`src/rtl/handshake_pair.sv`:
```
module handshake_pair #(
  parameter int PROC_CYCLES = 3,
  localparam int CW = (PROC_CYCLES > 1) ? $clog2(PROC_CYCLES) : 1
) (
  input  logic clk,
  input  logic rst,
  input  logic start,
  output logic busy,
  output logic complete,
  output logic go,
  output logic done
);

  typedef enum logic [1:0] {RQ_IDLE, RQ_ASK, RQ_DRAIN} rq_t;
  typedef enum logic [1:0] {WK_IDLE, WK_WORK, WK_ACK} wk_t;

  rq_t rq;
  wk_t wk;
  logic [CW-1:0] cnt;
  logic last_cycle;

  assign go         = (rq == RQ_ASK);
  assign done       = (wk == WK_ACK);
  assign busy       = (rq != RQ_IDLE);
  assign complete   = go && done;
  assign last_cycle = (cnt == CW'(PROC_CYCLES - 1));

  always_ff @(posedge clk) begin
    if (rst) begin
      rq <= RQ_IDLE;
    end else begin
      case (rq)
        RQ_IDLE:  if (start && !done) rq <= RQ_ASK;
        RQ_ASK:   if (done) rq <= RQ_DRAIN;
        RQ_DRAIN: if (!done) rq <= RQ_IDLE;
        default:  rq <= RQ_IDLE;
      endcase
    end
  end

  always_ff @(posedge clk) begin
    if (rst) begin
      wk  <= WK_IDLE;
      cnt <= '0;
    end else begin
      case (wk)
        WK_IDLE: if (go) begin
          wk  <= WK_WORK;
          cnt <= '0;
        end
        WK_WORK: begin
          if (last_cycle) wk <= WK_ACK;
          else cnt <= cnt + 1'b1;
        end
        WK_ACK:  if (!go) wk <= WK_IDLE;
        default: wk <= WK_IDLE;
      endcase
    end
  end

  assert_go_hold_R2: assert property (@(posedge clk) disable iff (rst)
    go && !done |=> go);
  assert_go_release_R2: assert property (@(posedge clk) disable iff (rst)
    go && done |=> !go);
  assert_done_needs_go_R3: assert property (@(posedge clk) disable iff (rst)
    $rose(done) |-> go);
  assert_done_hold_R4: assert property (@(posedge clk) disable iff (rst)
    done && go |=> done);
  assert_complete_pulse_R5: assert property (@(posedge clk) disable iff (rst)
    complete |=> !complete);
  assert_no_early_go_R6: assert property (@(posedge clk) disable iff (rst)
    !go && done |=> !go);
  assert_reset_idle_R8: assert property (@(posedge clk)
    rst |=> !go && !done && !busy);

endmodule

```
`config.mk`:
```
export PLATFORM = sky130hd
export DESIGN_NAME = handshake_pair
export DESIGN_NICKNAME = d
export VERILOG_FILES = /design/src/rtl/handshake_pair.sv
export SDC_FILE = /design/constraint.sdc
export NUM_CORES = 1
export LEC_CHECK = 0
export ABC_CLOCK_PERIOD_IN_PS = 1700
export BUFFER_PORTS_ARGS = -buffer_cell sky130_fd_sc_hd__buf_2
export CORE_AREA = 3 3 40 42
export DETAILED_ROUTE_END_ITERATION = 16
export DIE_AREA = 0 0 43 45
export GPL_TIMING_DRIVEN = 0
export SKIP_LAST_GASP = 1
export SYNTH_ARGS = -nofsm -noshare
export SYNTH_HDL_FRONTEND = slang
export SYNTH_SLANG_ARGS = --single-unit
```
`constraint.sdc`:
```
create_clock -name clk -period 1.7 [get_ports clk]
set_input_delay 0.085 -clock clk [delete_from_list [all_inputs] [get_ports clk]]
set_output_delay 0.085 -clock clk [all_outputs]
set_load 0.05 [all_outputs]
```
=== Yosys cells after proc, flatten, opt, wreduce, memory -nomap -nowiden ===
Cells that the tools add are included.

* Flip-flop bits (word level): 6
* Logic and storage cells: 37
* Output and inout bits: 4

* Reduce and logical (&&, ||, !) cells: 10
* Muxes and demuxes: 11
* $add $sub $neg: 1
* Eq/ne operators: 12

{| class="wikitable"
|+ Operators by type and width
! kind !! number
|-
| $mux W2 || 8
|-
| $ne A2 B2 Y1 const B || 6
|-
| $pmux W2 S3 || 2
|-
| $reduce_and A3 Y1 || 3
|-
| $eq A2 B2 Y1 const B || 3
|-
| $eq A2 B1 Y1 const B || 2
|-
| $logic_not A2 Y1 || 2
|-
| $pmux W2 S2 || 1
|-
| $reduce_bool A2 Y1 || 2
|-
| $add A2 B1 Y2 const B || 1
|-
| $logic_and A1 B1 Y1 || 2
|-
| $ne A2 B1 Y1 const B || 1
|-
| $logic_not A1 Y1 || 1
|}

=== Longest topological paths before layout ===
* Depth in word-level cells: 5
* Depth in mapped cells: 5
* Gate-level depth less buffers: 5

=== Worst setup path before layout ===
Ideal clock, no wire load.

* Path kind: register to output
* Start: reg rq[0]
* End: out complete
* Required time: 1615 ps
* Slack: -37 ps
* Stages on the path, launching flop included: 4
* Arrival: 1652 ps
* Path through: dfxtp_1 -> nor2b_1 -> nand2_1 -> inv_1

* Cells in the longest elaborated chain, start to end: 2

{| class="wikitable"
|+ Ends and longest elaborated chain
! item !! line !! text
|-
| from (decl) || 17 || <nowiki>rq_t rq;</nowiki>
|-
| from (signal assigned) || 30 || <nowiki>rq <= RQ_IDLE;</nowiki>
|-
| from (signal assigned) || 33 || <nowiki>RQ_IDLE: if (start && !done) rq <= RQ_ASK;</nowiki>
|-
| from (signal assigned) || 34 || <nowiki>RQ_ASK: if (done) rq <= RQ_DRAIN;</nowiki>
|-
| $eq A2 B1 Y1 || 22 || <nowiki>assign go = (rq == RQ_ASK);</nowiki>
|-
| net go || 10 || <nowiki>output logic go,</nowiki>
|-
| $logic_and A1 B1 Y1 || 25 || <nowiki>assign complete = go && done;</nowiki>
|-
| to (decl) || 9 || <nowiki>output logic complete,</nowiki>
|}

The timed path passes the listed nets, and every way through them passes these cells.

=== Worst setup path after layout ===
* Start: reg cnt[0]
* End: reg cnt[0]

* Cells in the longest elaborated chain, start to end: 3
* Elaborated cells between the ends (all ways): 6
* Those cells by class: 1 x add/sub; 2 x eq/ne; 2 x mux; 1 x reduce/logical

{| class="wikitable"
|+ Ends and longest elaborated chain
! item !! line !! text
|-
| from (decl) || 19 || <nowiki>logic [CW-1:0] cnt;</nowiki>
|-
| from (signal assigned) || 53 || <nowiki>else cnt <= cnt + 1'b1;</nowiki>
|-
| $add A2 B1 Y2 or $eq A2 B2 Y1 (tied branches) || 53, 26 ||
|-
| $mux W2 or $ne A2 B2 Y1 (tied branches) || -- ||
|-
| $pmux W2 S2 or $reduce_and A3 Y1 (tied branches) || -- ||
|}

Several ways; a longest one is shown, not always the timed one. The select of a mux whose other input is x is not followed.
A chain may end at the register's enable or synchronous reset.

==> impl_metrics.ini <==
[run_status]
status = completed

[logic_synthesis]
yosysWarnings = 0
synth_area_um2 = 293
synth_xor_area_share_pct = 0
ys_ff_latch = 6
avgSynthCellArea_um2 = 8.87
synth.yosys.seq_area_share_pct = 41.0
synth_compound_area_share_pct = 13.2
synthSimpleGateAreaFrac_pct = 38.9
synth_cell_types = 20
synth_nets = 37
synth-adder-area-share_pct = 4.27
netlist_instances = 33
synth_top_family_by_area = simple AND/OR/NAND/NOR gates
synthMuxAreaShare_pct = 0

[global_route]
antenna_found_initial = 0
grt_max_degree = 9
overflow = 0
grt_pass1_wl_um = 959
grt_pass1_vias = 232
grt_usage_pct = 6.76

[timing]
fin_ws_ps = 300
max_slew.worst_pin.slew_ps = 239
tns_ps = 0
max_freq_mhz = 714
final.min_clock_period_ps = 1400
rsz0062_at_grt = no
hold_violations = 0
slew_headroom_pct = 83.9
finalClockSkew_ps = 3.22
finalSetupViolations = 0
maxSlewViolCount = 0
min_period_over_period_pct = 82.4

[placement]
port_buffers = 6
place_inst = 54
gp_congestion = 0.750
place_ws_ps = 311
dp_hpwl_um = 407

[routing]
viasPerCell = 4.60
wl_um = 560
dr.first_iter.drc_count = 3
drtPass1Iterations = 3
detail-route-antenna-nets = 0
vias = 262
wl_per_cell_um = 9.82
drcViolationCount = 0

[setup_path]
critPathKind = flop to flop
required_ps = 1870
cp_data_arrival_time_ps = 1570
cp_max_fo = 5
cp-start-kind = flop
cp-end-kind = flop

[die]
rows = 13
die_h_um = 45
io_pins = 7
die-area_um2 = 1940
initial_utilization_pct = 22.8
coreArea_um2 = 1280
die_x_um = 43

[cells_and_area]
nNetsFinal = 48
fin_cells = 57
final_util_pct = 28.5
final_cell_mix = dfxtp_1 (6), buf_2 (6), nor2_1 (3), clkbuf_4 (3)
drive_gt1_share_pct = 31.0
synthToLayoutAreaGrowth_pct = 25.2
antenna_cells = 0
fillers = 144

[clock_tree]
clockBufferDepth = 2
numCtsBuffers = 3
clock_sinks = 6
root_buffer = clkbuf_4
cts_resized = 0
cts_hold_buf = 0
cts_tree = done
htree_num_levels = 1
clock_latency_ps = 240
cts_setup_buffers = 0
cts.clk_slew.worst_paths_ps = 50

[power]
peakVddDrop_v = 0.000285
leakagePower_nw = 0.152
power.density_nw_per_um2 = 899
p_total_uw = 329

[run]
cap_viol_max_count = 0

[worst_hold_path]
min_path_type = input port to flop
[sequential cells by signal, summed over array words and instances, names as in the netlist]
register	count
cnt	2
rq	2
wk	2
[power by group]
part / total, mW / switching, mW / internal, mW
Sequential: 0.156 / 0.00785 / 0.148
Combinational: 0.0470 / 0.0282 / 0.0188
Clock: 0.127 / 0.0472 / 0.0796
[metal layers]
layer	GRT usage [%]	share of wire, %
met1	9.44	50
met2	8.98	44
met3	2.39	6.4
met4	3.61	0
met5	0	0
[cell usage after synthesis]
| cell type | number | share of area (%) |
|---|---|---|
| dfxtp_1 | 6 | 41 |
| nor2_1 | 3 | 3.8 |
| a21oi_1 | 2 | 3.4 |
| inv_1 | 2 | 2.6 |
| nand2_1 | 2 | 2.6 |
| nand3b_1 | 2 | 5.1 |
| nor2b_1 | 2 | 4.3 |
| or3_1 | 2 | 4.3 |
| a211oi_1 | 1 | 2.6 |
| a41oi_2 | 1 | 5.6 |
| and2b_2 | 1 | 3.0 |
| ha_1 | 1 | 4.3 |
| nand2b_1 | 1 | 2.1 |
| nand3_1 | 1 | 1.7 |
| nor3_1 | 1 | 1.7 |
| nor4_1 | 1 | 2.1 |
| nor4b_1 | 1 | 3.0 |
| o21ai_0 | 1 | 1.7 |
| or2_2 | 1 | 2.1 |
| or3b_1 | 1 | 3.0 |
[worst paths after layout]
kind / startpoint / endpoint / slack (ps) / cells after the start
min reg2reg: cnt[1] / cnt[1] / 500 / 2
max reg2reg: cnt[0] / cnt[0] / 300 / 5
max: cnt[0] / cnt[0] / 300 / 5
min: rst / cnt[0] / 90 / 2
[through the flow]
stage / cell area [um^2] / hold WS, ps
6_report: 367 / 92.9
5_1_grt: 367 / 106
4_1_cts: 367 / 88.7
3_5_place_dp: 344 / 346
3_3_place_gp: 344 / 343
2_1_floorplan: 295 / 148
[kinds of logic after synthesis]
| logic type | after synthesis |
|---|---|
| and+or+nand+nor | 19 |
| DFF | 6 |
| adders and majority gates | 1 |
| buffers and inverters | 2 |
| AOI/OAI and AO/OA | 5 |
[worst max-delay path, cell delays in order (launching register included)]
cell      delay (ps)
dfxtp_1          360
inv_1             70
ha_1             240
nand2b_1         170
or3_1            320
a41oi_2          170
[area by class of cell]
| cell class | count | area (um^2) | area share [%] |
|---|---|---|---|
| Inverter | 2 | 7.51 | 2.05 |
| Multi-Input combinational cell | 25 | 168 | 45.7 |
| Clock buffer | 3 | 22.5 | 6.14 |
| Sequential cell | 6 | 120 | 32.8 |
| Timing Repair Buffer | 6 | 30.0 | 8.19 |
| Tap cell | 15 | 18.8 | 5.12 |
Note: power is estimated with default switching activity, not from simulation.
